--- src/rtl/dsc_pkg.sv ---
package dsc_pkg;

  // Clamp a fine position into the legal range of the fine control.
  function automatic int unsigned clamp_fine(int unsigned fine, int unsigned fine_n);
    return (fine >= fine_n) ? (fine_n - 1) : fine;
  endfunction

  // Segment that must be decoded so that the set pulse leads the
  // selected slot by the offset (wraps around the period).
  function automatic int unsigned lead_segment(int unsigned coarse, int unsigned fine,
                                               int unsigned fine_n, int unsigned segs,
                                               int unsigned offset);
    int unsigned idx;
    idx = coarse * fine_n + clamp_fine(fine, fine_n);
    return (idx % segs + segs - (offset % segs)) % segs;
  endfunction

endpackage

--- src/rtl/dsc_slot_decoder.sv ---
module dsc_slot_decoder #(
  parameter int unsigned SEGS     = 80,
  parameter int unsigned COARSE_N = 4,
  parameter int unsigned FINE_N   = 20,
  parameter int unsigned OFFSET   = 20,
  parameter int unsigned SEG_W    = $clog2(SEGS),
  parameter int unsigned CW       = $clog2(COARSE_N),
  parameter int unsigned FW       = $clog2(FINE_N)
) (
  input  logic             clk,
  input  logic             rst_n,
  input  logic [SEG_W-1:0] seg_cnt,
  input  logic [CW-1:0]    coarse_sel,
  input  logic [FW-1:0]    fine_sel,
  input  logic             strobe,
  output logic             slot_pulse
);
  localparam int unsigned ROWS = (SEGS + FINE_N - 1) / FINE_N;

  int unsigned seg_i, tgt, tgt_row, tgt_col, seg_row, seg_col;
  logic        seg_ok;
  logic [ROWS-1:0]   row_hit;
  logic [FINE_N-1:0] col_hit;
  logic        any_row, any_col;

  assign seg_i   = 32'(seg_cnt);
  assign seg_ok  = seg_i < SEGS;
  assign tgt     = dsc_pkg::lead_segment(32'(coarse_sel), 32'(fine_sel), FINE_N, SEGS, OFFSET);
  assign tgt_row = tgt / FINE_N;
  assign tgt_col = tgt % FINE_N;
  assign seg_row = seg_i / FINE_N;
  assign seg_col = seg_i % FINE_N;

  // Level one: group of FINE_N segments
  for (genvar g = 0; g < ROWS; g++) begin : g_row
    assign row_hit[g] = (seg_row == 32'(g)) && (tgt_row == 32'(g));
  end
  // Level two: position inside the group
  for (genvar f = 0; f < FINE_N; f++) begin : g_col
    assign col_hit[f] = (seg_col == 32'(f)) && (tgt_col == 32'(f));
  end

  assign any_row    = |row_hit;
  assign any_col    = |col_hit;
  // Final strobe qualification removes counter-transition ambiguity
  assign slot_pulse = seg_ok && any_row && any_col && strobe;

  AST_PULSE_NEEDS_STROBE: assert property (@(posedge clk) disable iff (!rst_n)
    slot_pulse |-> (strobe && seg_ok));
  AST_ROW_SINGLE: assert property (@(posedge clk) disable iff (!rst_n)
    $onehot0(row_hit));
endmodule

--- src/rtl/dsc_rx_edge.sv ---
module dsc_rx_edge (
  input  logic clk,
  input  logic rst_n,
  input  logic rx_in,
  output logic rx_rise
);
  logic s1, s2, s3;

  always_ff @(posedge clk or negedge rst_n) begin
    if (!rst_n) begin
      s1 <= 1'b0;
      s2 <= 1'b0;
      s3 <= 1'b0;
    end else begin
      s1 <= rx_in;
      s2 <= s1;
      s3 <= s2;
    end
  end

  assign rx_rise = s2 && !s3;

  AST_RISE_FROM_PIN: assert property (@(posedge clk) disable iff (!rst_n)
    rx_rise |-> $past(rx_in, 2));
endmodule

--- src/rtl/dsc_duty_meter.sv ---
module dsc_duty_meter #(
  parameter int unsigned DUTY_W = 16
) (
  input  logic              clk,
  input  logic              rst_n,
  input  logic              mark,
  input  logic              q_in,
  output logic [DUTY_W-1:0] duty_cnt
);
  localparam logic [DUTY_W-1:0] TOP = '1;

  logic [DUTY_W-1:0] acc;
  logic              at_top;

  assign at_top = (acc == TOP);

  always_ff @(posedge clk or negedge rst_n) begin
    if (!rst_n) begin
      acc      <= '0;
      duty_cnt <= '0;
    end else if (mark) begin
      duty_cnt <= acc;
      acc      <= DUTY_W'(q_in);
    end else if (q_in && !at_top) begin
      acc <= acc + 1'b1;
    end
  end

  AST_DUTY_HELD: assert property (@(posedge clk) disable iff (!rst_n)
    !mark |=> $stable(duty_cnt));
  AST_NO_WRAP: assert property (@(posedge clk) disable iff (!rst_n)
    (at_top && !mark) |=> at_top);
endmodule

--- src/rtl/delay_slot_cmp.sv ---
module delay_slot_cmp #(
  parameter int unsigned SEGS     = 80,
  parameter int unsigned COARSE_N = 4,
  parameter int unsigned FINE_N   = 20,
  parameter int unsigned OFFSET   = 20,
  parameter int unsigned DUTY_W   = 16,
  parameter int unsigned SEG_W    = $clog2(SEGS),
  parameter int unsigned CW       = $clog2(COARSE_N),
  parameter int unsigned FW       = $clog2(FINE_N)
) (
  input  logic              clk,
  input  logic              rst_n,
  input  logic [SEG_W-1:0]  seg_cnt,
  input  logic [CW-1:0]     coarse_sel,
  input  logic [FW-1:0]     fine_sel,
  input  logic              strobe,
  input  logic              rx_sig,
  output logic              q_out,
  output logic [DUTY_W-1:0] duty_cnt
);
  logic slot_pulse;   // decoded, strobed time pulse
  logic rx_rise;      // synchronised receive edge
  logic period_mark;  // segment-0 strobe

  dsc_slot_decoder #(
    .SEGS(SEGS), .COARSE_N(COARSE_N), .FINE_N(FINE_N), .OFFSET(OFFSET),
    .SEG_W(SEG_W), .CW(CW), .FW(FW)
  ) u_dec (
    .clk(clk), .rst_n(rst_n), .seg_cnt(seg_cnt), .coarse_sel(coarse_sel),
    .fine_sel(fine_sel), .strobe(strobe), .slot_pulse(slot_pulse)
  );

  dsc_rx_edge u_rx (
    .clk(clk), .rst_n(rst_n), .rx_in(rx_sig), .rx_rise(rx_rise)
  );

  assign period_mark = strobe && (seg_cnt == '0);

  // Set has priority over reset
  always_ff @(posedge clk or negedge rst_n) begin
    if (!rst_n)          q_out <= 1'b0;
    else if (slot_pulse) q_out <= 1'b1;
    else if (rx_rise)    q_out <= 1'b0;
  end

  dsc_duty_meter #(.DUTY_W(DUTY_W)) u_duty (
    .clk(clk), .rst_n(rst_n), .mark(period_mark), .q_in(q_out), .duty_cnt(duty_cnt)
  );

  AST_SET_TAKES: assert property (@(posedge clk) disable iff (!rst_n)
    slot_pulse |=> q_out);
  AST_EDGE_CLEARS: assert property (@(posedge clk) disable iff (!rst_n)
    (rx_rise && !slot_pulse) |=> !q_out);
  AST_Q_HOLDS: assert property (@(posedge clk) disable iff (!rst_n)
    (!slot_pulse && !rx_rise) |=> $stable(q_out));
endmodule

--- config.mk ---
export PLATFORM = sky130hd
export DESIGN_NAME = delay_slot_cmp
export DESIGN_NICKNAME = d
export VERILOG_FILES = /design/src/rtl/dsc_pkg.sv /design/src/rtl/dsc_slot_decoder.sv /design/src/rtl/dsc_rx_edge.sv /design/src/rtl/dsc_duty_meter.sv /design/src/rtl/delay_slot_cmp.sv
export SDC_FILE = /design/constraint.sdc
export NUM_CORES = 1
export LEC_CHECK = 0
export CORE_UTILIZATION = 45
export CTS_CLUSTER_SIZE = 28
export DETAILED_ROUTE_END_ITERATION = 8
export PLACE_DENSITY = 0.76
export RECOVER_POWER = 25
export REMOVE_ABC_BUFFERS = 1
export SLEW_MARGIN = 20
export SYNTH_ARGS = -nofsm -noshare
export SYNTH_HDL_FRONTEND = slang
export SYNTH_HIERARCHICAL = 1
export SYNTH_SLANG_ARGS = --single-unit
--- constraint.sdc ---
create_clock -name clk -period 2.15 [get_ports clk]
set_input_delay 0.215 -clock clk [delete_from_list [all_inputs] [get_ports clk]]
set_output_delay 0.215 -clock clk [all_outputs]
set_load 0.02 [all_outputs]
==> results.ini, run 1 <==
[outcome]
outcome=complete, but fails checks
violations=negative setup slack

[timing]
tightest_slew_ns=0.880
hold_ws_ns=0.361
min_period_over_period_pct=194
setup_tns_ns=-2.01
min_period_ns=4.16
fin_ws_ns=-2.01
skew_ns=0.00699
setup_violations=1
relSlewSlack_pct=41.4
rsz0062_at_grt=true
hold_viol=0
slew_violations=0
fmax_mhz=240

[setup_path]
crit_slowest_cell=or3b_1
crit_required_ns=2.38
cp.arrival_ns=4.39
cpMostUsedCell=buf_6
path_cells=buf_8 -> nor2b_4 -> ha_4 -> inv_2 -> fa_2 -> buf_6 -> xor2_4 -> o2bb2ai_2 -> a22oi_2 -> ha_1 -> a21bo_4 -> a31oi_4 -> a22o_4 -> nor3_4 -> a2111oi_2 -> a221o_1 -> buf_6 -> xor2_2 -> o21bai_4 -> or3b_1 -> a221oi_2 -> o21a_1 -> a21o_1
critPathMaxFanout=4
crit_type=input port to flip-flop
endpoint_kind=flip-flop
cp-start-kind=input port
crit_path_max_incr_delay_ns=0.36

[detailed_routing]
first_pass_iters=4
routed_wl_um=8220
num_vias=3253
viasPerCell=5.83
wl_per_cell_um=14.7
antenna_left=0
drc=0
first_iter_violations=201

[logic_synthesis]
synth_top_family_by_area=simple AND/OR/NAND/NOR gates
yosysTopAreaCellShare_pct=28.5
syn_avg_cell_area_um2=8.85
synth_xor_area_share_pct=3.09
synthSimpleGateAreaFrac_pct=26.7
syn_area_mm2=0.00316
synthFlopType=dfrtp_1
synth_edf_count=0
ys_async_sr_fraction_pct=100
synth_area_leaders=dfrtp_1 (29%), mux2_2 (6.1%), a21oi_1 (3.5%)
synth_compound_area_share_pct=24.9
ys_types=83
synthMuxAreaShare_pct=7.33
ys_seq_area_share_pct=28.5
synth.ff_latch_count=36
yosysWarnings=6
synthCells=357
yosysTopAreaCell=dfrtp_1
yosys.area_share.adder_pct=4.04

[finish]
syn_to_final_growth_pct=40.0
final_nets=488
post-route-util_pct=65.1
drive_above_1_share_pct=36.1
layout_common_cells=buf_4 (81), dfrtp_1 (36), clkdlybuf4s50_1 (27)
fin_area_mm2=0.00442
diodes=0
final_common_cell=buf_4

[place]
place_area_mm2=0.00407
place.port_buffers=34
hpwl_um=5850
finalWeightedCongestion=0.895

[clock_network]
cts.clk_slew.worst_paths_ns=0.07
numCtsBuffers=5
cts_hold_buffers=0
cts_tree=yes
cts-htree-levels=2
clock-sinks=36
insertion_delay_ns=0.29
clockBufferDepth=2
root_buffer=clkbuf_8

[floorplanning]
core-area_mm2=0.00679
dieArea_mm2=0.00736
initial_core_util_pct=46.5
std_cell_rows=30
die_width_um=85.8
fp.dieH_um=85.8
io_pins=35

[power_and_ir_drop]
peakVddDrop_uv=431
leakage_nw=1.84
p_per_area_mw_per_mm2=767

[global_route]
grt_pass1_vias=3136
grt_use_total_pct=22.9
grt_pass1_wl_um=13800
overflow=0
antenna_found_initial=0
grt_max_degree=37

[min_path]
hold_class=flip-flop to flip-flop

[job]
cap_viol_max_count=0

synth_stat cells, drive strengths merged, types with 4 or more instances:
library cell   n
ha             7
mux2          17
o211ai         4
or2            5
nand2         23
or3           10
inv           10
and2           4
and3           5
o41ai          4
nor3          16
buf            8
dfrtp         36
xor2           6
mux2i          4
o21ai         19
nand2b        12
nor2b          8
a21oi         22
nor2          23
a31oi          6
o21a           4
clkbuf        15
o22ai          4
nand3         12
flip-flops by register name, summed over array words and instances, names as in the netlist:
register and cells:
u_duty/duty_cnt 16, u_rx/s3 1, u_rx/s1 1, u_duty/acc 16, u_rx/s2 1, q_out 1
power breakdown:
group | internal [W] | leakage, nW | switching [W]
Clock | 0.000220 | 0.0410 | 0.000227
Sequential | 0.000842 | 0.423 | 0.000221
Combinational | 0.000919 | 1.37 | 0.000962
layout make-up:
class	instances	area (um^2)
clock inverter	1	5.00
multi-input combinational	288	2270
fill	526	2370
clock buffer	6	72.6
inverter	10	37.5
sequential	36	901
tap	96	120
timing repair buffer	121	1020
final timing paths:
| kind | start | to | slack, ns | cells after the start |
|---|---|---|---|---|
| hold / removal | u_rx/s1$_DFF_PN0_ | u_rx/s2$_DFF_PN0_ | 0.36 | 0 |
| min in group asynchronous | rst_n | u_duty/duty_cnt[14]$_DFFE_PN0P_ | 0.57 | 2 |
| hold reg to reg | u_rx/s1$_DFF_PN0_ | u_rx/s2$_DFF_PN0_ | 0.36 | 0 |
| max in group asynchronous | rst_n | u_duty/duty_cnt[7]$_DFFE_PN0P_ | 1.03 | 2 |
| setup / recovery | fine_sel[4] | q_out$_DFFE_PN0P_ | -2.01 | 23 |
| setup reg to reg | u_duty/acc[0]$_DFFE_PN0P_ | u_duty/acc[14]$_DFFE_PN0P_ | 0.33 | 5 |
worst max-delay path, delay by kind of cell:
family	cells	cell delay [ns]
buffers and inverters	4	0.43
AO/OA/AOI/OAI	11	1.92
adder cells (fa/ha/maj)	3	0.77
AND/OR/NAND/NOR	3	0.73
XOR/XNOR	2	0.32
kinds of logic after synthesis:
logic type               Yosys count
AND/OR/NAND/NOR                  142
flip-flops                        36
XOR/XNOR                           9
buffers and inverters             33
multiplexers                      21
AO/OA/AOI/OAI                    106
adder cells (fa/ha/maj)           10
per-layer routing:
metal	share of wire [%]	global-route usage [%]	vias up
met5	0	0	-
met4	2.3	5.91	0
li1	-	-	1568
met1	44	29.3	1579
met3	3.5	4.23	23
met2	50	40.0	83
what timing repair did:
item                                    4_1_cts  5_1_grt
resized for setup                            44       13
pin swaps                                    21       16
setup buffers                                 9        2
endpoints found under the setup margin        1        1
through the flow:
stage / setup slack (ns) / total power (W) / cells
floorplan: -2.62 / 0.00210 / 334
global placement: -2.79 / 0.00264 / 540
detailed placement: -2.99 / 0.00271 / 540
CTS: -2.02 / 0.00332 / 556
global route: -2.20 / 0.00363 / 558
finish: -2.01 / 0.00339 / 558
Power figures use the tool's default switching activity.
==> inputs of run 2 (changes only) <==
--- a/config.mk
+++ b/config.mk
@@ -5,12 +5,14 @@
 export SDC_FILE = /design/constraint.sdc
 export NUM_CORES = 1
 export LEC_CHECK = 0
-export CORE_UTILIZATION = 45
+export CORE_UTILIZATION = 57
 export CTS_CLUSTER_SIZE = 28
 export DETAILED_ROUTE_END_ITERATION = 8
-export PLACE_DENSITY = 0.76
+export HOLD_SLACK_MARGIN = 0.03
+export PLACE_DENSITY = 0.91
 export RECOVER_POWER = 25
 export REMOVE_ABC_BUFFERS = 1
+export SKIP_CTS_REPAIR_TIMING = 1
 export SLEW_MARGIN = 20
 export SYNTH_ARGS = -nofsm -noshare
 export SYNTH_HDL_FRONTEND = slang
==> results.ini, run 2 (same netlist as run 1, synthesis figures left out) <==
[clock_network]
cts.clk_slew.worst_paths_ns=0.06
clockBufferDepth=2
cts-htree-levels=2
cts_tree=yes
numCtsBuffers=5
root_buffer=clkbuf_8
clock-sinks=36
insertion_delay_ns=0.29

[power_and_ir_drop]
leakage_nw=1.84
pwr-share-comb_pct=56.8
pwr-share-seq_pct=30.7
clockPowerShare_pct=12.5
intPower_w=0.00196
p_per_area_mw_per_mm2=819
switching_power_w=0.00163
peakVddDrop_uv=779
swShare_pct=45.4

[setup_path]
cp-startpoint=fine_sel[4]
r2r_start=u_duty/acc[0]$_DFFE_PN0P_
crit_path_max_incr_delay_ns=0.48
worst-path-buf-inv=4
critPathMaxFanout=4
endpoint_kind=flip-flop
cp-start-kind=input port
crit_family=compound AO/OA/AOI/OAI gates
path_cells=buf_8 -> nor2b_4 -> ha_2 -> inv_2 -> fa_2 -> buf_6 -> xor2_4 -> o2bb2ai_2 -> a22oi_2 -> ha_1 -> a21bo_4 -> a31oi_4 -> buf_6 -> a211oi_2 -> or2_4 -> a2bb2oi_2 -> o311ai_1 -> or3_1 -> a222oi_1 -> nor2_1 -> nor4b_2 -> o21a_1 -> a21o_1
crit_slowest_cell=or3_1
cp.arrival_ns=4.64
cpMostUsedCell=buf_6
crit_required_ns=2.37
crit_type=input port to flip-flop

[finish]
layout_common_cells=buf_4 (74), dfrtp_1 (36), clkdlybuf4s50_1 (27)
fin_cells=526
largestRegisters=u_duty/acc x16, u_duty/duty_cnt x16
fin_area_mm2=0.00439
syn_to_final_growth_pct=38.9
fillers=249
diodes=0
final_nets=482
multi_input_area_mm2=0.00229
register_area_um2=901
final_common_cell=buf_4
drive_above_1_share_pct=35.7

[job]
cap_viol_max_count=0

[detailed_routing]
num_vias=3676
routed_wl_um=10800
wl_per_cell_um=20.5
first_pass_iters=7
drc=0
antenna_left=0
viasPerCell=6.99
first_iter_violations=624

[global_route]
overflow=0
grt_pass1_vias=3298
grt_pass1_wl_um=14400
grt_max_degree=37
antenna_found_initial=0
grt_use_total_pct=29.7

[place]
dp_cells=512
finalWeightedCongestion=0.921
dp_worst_setup_slack_ns=-2.96
place_area_mm2=0.00402
place.port_buffers=34
hpwl_um=6180

[timing]
min_period_over_period_pct=206
hold_viol=0
tightest_slew_ns=0.886
hold_ws_ns=0.362
fin_ws_ns=-2.27
slew_violations=0
fmax_mhz=226
setup_violations=1
relSlewSlack_pct=40.9
skew_ns=0.00786
rsz0062_at_grt=true
min_period_ns=4.42

[floorplanning]
fp.dieH_um=76.5
dieArea_mm2=0.00584
io_pins=35
die_width_um=76.5
core-area_mm2=0.00524
initial_core_util_pct=60.3
std_cell_rows=26

[outcome]
violations=negative setup slack
outcome=complete, but fails checks

[min_path]
hold_class=flip-flop to flip-flop
holdCritStartpoint=u_rx/s1$_DFF_PN0_

[run 2: through the flow]
| step | util [%] | setup TNS (ns) | total power, W |
|---|---|---|---|
| floorplan | - | -2.62 | 0.00210 |
| global placement | 76.8 | -3.50 | 0.00262 |
| detailed placement | 76.8 | -4.13 | 0.00274 |
| CTS | 78.2 | -2.69 | 0.00321 |
| global route | 83.8 | -2.40 | 0.00373 |
| finish | 83.8 | -2.27 | 0.00360 |
[run 2: worst paths after layout]
check / end / slack [ns] / cells past startpoint
setup / recovery: q_out$_DFFE_PN0P_ / -2.27 / 23
hold / removal: u_rx/s2$_DFF_PN0_ / 0.36 / 0
setup reg to reg: u_duty/acc[5]$_DFFE_PN0P_ / 0.17 / 6
hold reg to reg: u_rx/s2$_DFF_PN0_ / 0.36 / 0
max in group asynchronous: q_out$_DFFE_PN0P_ / 1.02 / 2
min in group asynchronous: u_duty/acc[11]$_DFFE_PN0P_ / 0.57 / 2
[run 2: final cells by class]
cell class / count / area share [%]
repair buffers: 115 / 22.6
inverters: 10 / 0.855
flip-flops and latches: 36 / 20.5
well taps: 70 / 2.00
multi-input cells: 288 / 52.3
clock buffers: 6 / 1.65
clock inverters: 1 / 0.114
[run 2: routing by layer]
| layer | up-vias | global-route usage (%) | share of wire (%) |
|---|---|---|---|
| met3 | 109 | 5.27 | 9.1 |
| met5 | - | 0 | 0 |
| met2 | 314 | 51.4 | 48 |
| met4 | 0 | 13.5 | 6.8 |
| met1 | 1695 | 35.9 | 36 |
| li1 | 1558 | - | - |
[run 2: worst register-to-register path, stage by stage (launching register included)]
cell,delay (ns)
dfrtp_1,0.45
ha_1,0.32
nand3_1,0.16
o41ai_4,0.10
buf_4,0.21
or4_1,0.44
a21oi_1,0.22
[run 2: power by group through the flow]
| stage | Sequential (W) | Clock, W | Combinational [W] |
|---|---|---|---|
| 3_5_place_dp | 0.00108 | 0 | 0.00166 |
| 5_1_grt | 0.00111 | 0.000492 | 0.00213 |
| 6_report | 0.00110 | 0.000449 | 0.00204 |
| 3_3_place_gp | 0.00105 | 0 | 0.00157 |
| 2_1_floorplan | 0.00108 | 0 | 0.00102 |
| 4_1_cts | 0.00108 | 0.000446 | 0.00169 |
==> inputs of run 3 (changes only) <==
--- a/config.mk
+++ b/config.mk
@@ -5,6 +5,8 @@
 export SDC_FILE = /design/constraint.sdc
 export NUM_CORES = 1
 export LEC_CHECK = 0
+export CAP_MARGIN = 20
+export CORE_MARGIN = 1.5
 export CORE_UTILIZATION = 57
 export CTS_CLUSTER_SIZE = 28
 export DETAILED_ROUTE_END_ITERATION = 8
==> results.ini, run 3 (same netlist as run 1, synthesis figures left out) <==
[setup_path]
crit_slowest_cell=fa_2
path_cells=buf_8 -> nor2b_4 -> ha_4 -> inv_2 -> fa_2 -> buf_6 -> xor2_4 -> o2bb2ai_2 -> a22oi_1 -> ha_1 -> nand2b_4 -> mux2i_2 -> a221oi_2 -> a2bb2oi_1 -> nor2_1 -> o22ai_2 -> buf_4 -> or3b_4 -> and3_4 -> o21ai_1 -> nor4b_4 -> o21a_1 -> a21o_1
crit_type=input port to flip-flop
reg2reg_slack_ns=0.17
critPathMaxFanout=4
crit_required_ns=2.32
crit_family=compound AO/OA/AOI/OAI gates
worst-path-buf-inv=4
crit_path_max_incr_delay_ns=0.43
endpoint_kind=flip-flop
cp-start-kind=input port
cp.arrival_ns=4.62

[clock_network]
cts-htree-levels=2
insertion_delay_ns=0.30
clock-sinks=36
root_buffer=clkbuf_8
cts_tree=yes
clockBufferDepth=2
numCtsBuffers=5
cts.clk_slew.worst_paths_ns=0.06

[finish]
diodes=0
fin_area_mm2=0.00441
fin_cells=527
final_nets=483
drive_above_1_share_pct=36.1
syn_to_final_growth_pct=39.6
layout_common_cells=buf_4 (78), dfrtp_1 (36), clkdlybuf4s50_1 (27)
final_common_cell=buf_4
largestRegisters=u_duty/acc x16, u_duty/duty_cnt x16

[detailed_routing]
antenna_left=0
drc=0
routed_wl_um=11100
first_pass_iters=7
viasPerCell=6.95
first_iter_violations=589
wl_per_cell_um=21.1
num_vias=3661

[global_route]
grt_pass1_vias=3186
antenna_found_initial=0
grt_max_degree=37
overflow=0
grt_use_total_pct=28.9
grt_pass1_wl_um=14200

[place]
dp_cells=515
finalWeightedCongestion=0.980
place.port_buffers=34
place_area_mm2=0.00404
dp_worst_setup_slack_ns=-3.06
hpwl_um=6240

[timing]
tightest_slew_ns=0.889
relSlewSlack_pct=40.7
slew_violations=0
fin_ws_ns=-2.30
setup_tns_ns=-2.30
min_period_ns=4.45
min_period_over_period_pct=207
hold_viol=0
rsz0062_at_grt=true
fmax_mhz=225
setup_violations=1
skew_ns=0.0148

[floorplanning]
fp.dieH_um=77.5
dieArea_mm2=0.00600
initial_core_util_pct=60.3
die_width_um=77.5
io_pins=35
core-area_mm2=0.00524
std_cell_rows=26

[power_and_ir_drop]
peakVddDrop_uv=875
p_per_area_mw_per_mm2=832
power_w=0.00367
leakage_nw=1.86

[job]
cap_viol_max_count=0

[min_path]
hold_class=flip-flop to flip-flop

[outcome]
outcome=complete, but fails checks
violations=negative setup slack

==> run 3: cell types whose count changed in the layout (fill, tap and decap cells not counted), moves of 2 or more <==
cell,change
buf_4,+4
buf_6,-3
clkbuf_8,+2
ha_2,-2
nand2b_1,+2
nand2b_4,-2
or3_1,-2
or3_4,+2
==> run 3: worst reg2reg max path, stage by stage (launching register included) <==
cell	delay (ns)
dfrtp_1	0.44
ha_1	0.29
nand3_1	0.27
nor3_2	0.47
a31oi_1	0.17
a311oi_1	0.26
==> run 3: path summary, 6_finish.rpt <==
path | to | from | cells past startpoint
worst max-delay path | q_out$_DFFE_PN0P_ | fine_sel[4] | 23
worst min-delay path | u_rx/s2$_DFF_PN0_ | u_rx/s1$_DFF_PN0_ | 0
worst max register to register | u_duty/acc[14]$_DFFE_PN0P_ | u_duty/acc[0]$_DFFE_PN0P_ | 5
worst min register to register | u_rx/s2$_DFF_PN0_ | u_rx/s1$_DFF_PN0_ | 0
max in group asynchronous | u_rx/s2$_DFF_PN0_ | rst_n | 2
min in group asynchronous | u_duty/duty_cnt[14]$_DFFE_PN0P_ | rst_n | 2
==> run 3: stage by stage <==
stage / hold slack [ns] / util (%)
final: 0.363 / 84.2
after global routing: 0.369 / 84.2
after CTS: 0.341 / 79.0
after detailed placement: 0.339 / 77.2
after global placement: 0.333 / 77.2
after floorplan: -0.0806 / -
==> run 3: cell type report <==
class | count | area (um^2)
sequential | 36 | 901
inverter | 10 | 37.5
multi-input combinational | 288 | 2300
timing repair buffer | 116 | 987
clock buffer | 7 | 96.3
fill | 255 | 826
tap | 70 | 87.6
==> run 3: power by group <==
| group | switching (W) | internal (W) |
|---|---|---|
| registers | 0.000255 | 0.000841 |
| clock network | 0.000238 | 0.000285 |
| logic | 0.00117 | 0.000883 |
==> run 3: metal layers <==
layer	share of wire, %	vias up	track usage [%]	wire length (um)
li1	-	1555	-	-
met1	36	1688	34.8	3960
met2	48	305	52.5	5290
met3	9.7	113	4.71	1080
met4	7.1	0	8.73	793
met5	0	-	0	0
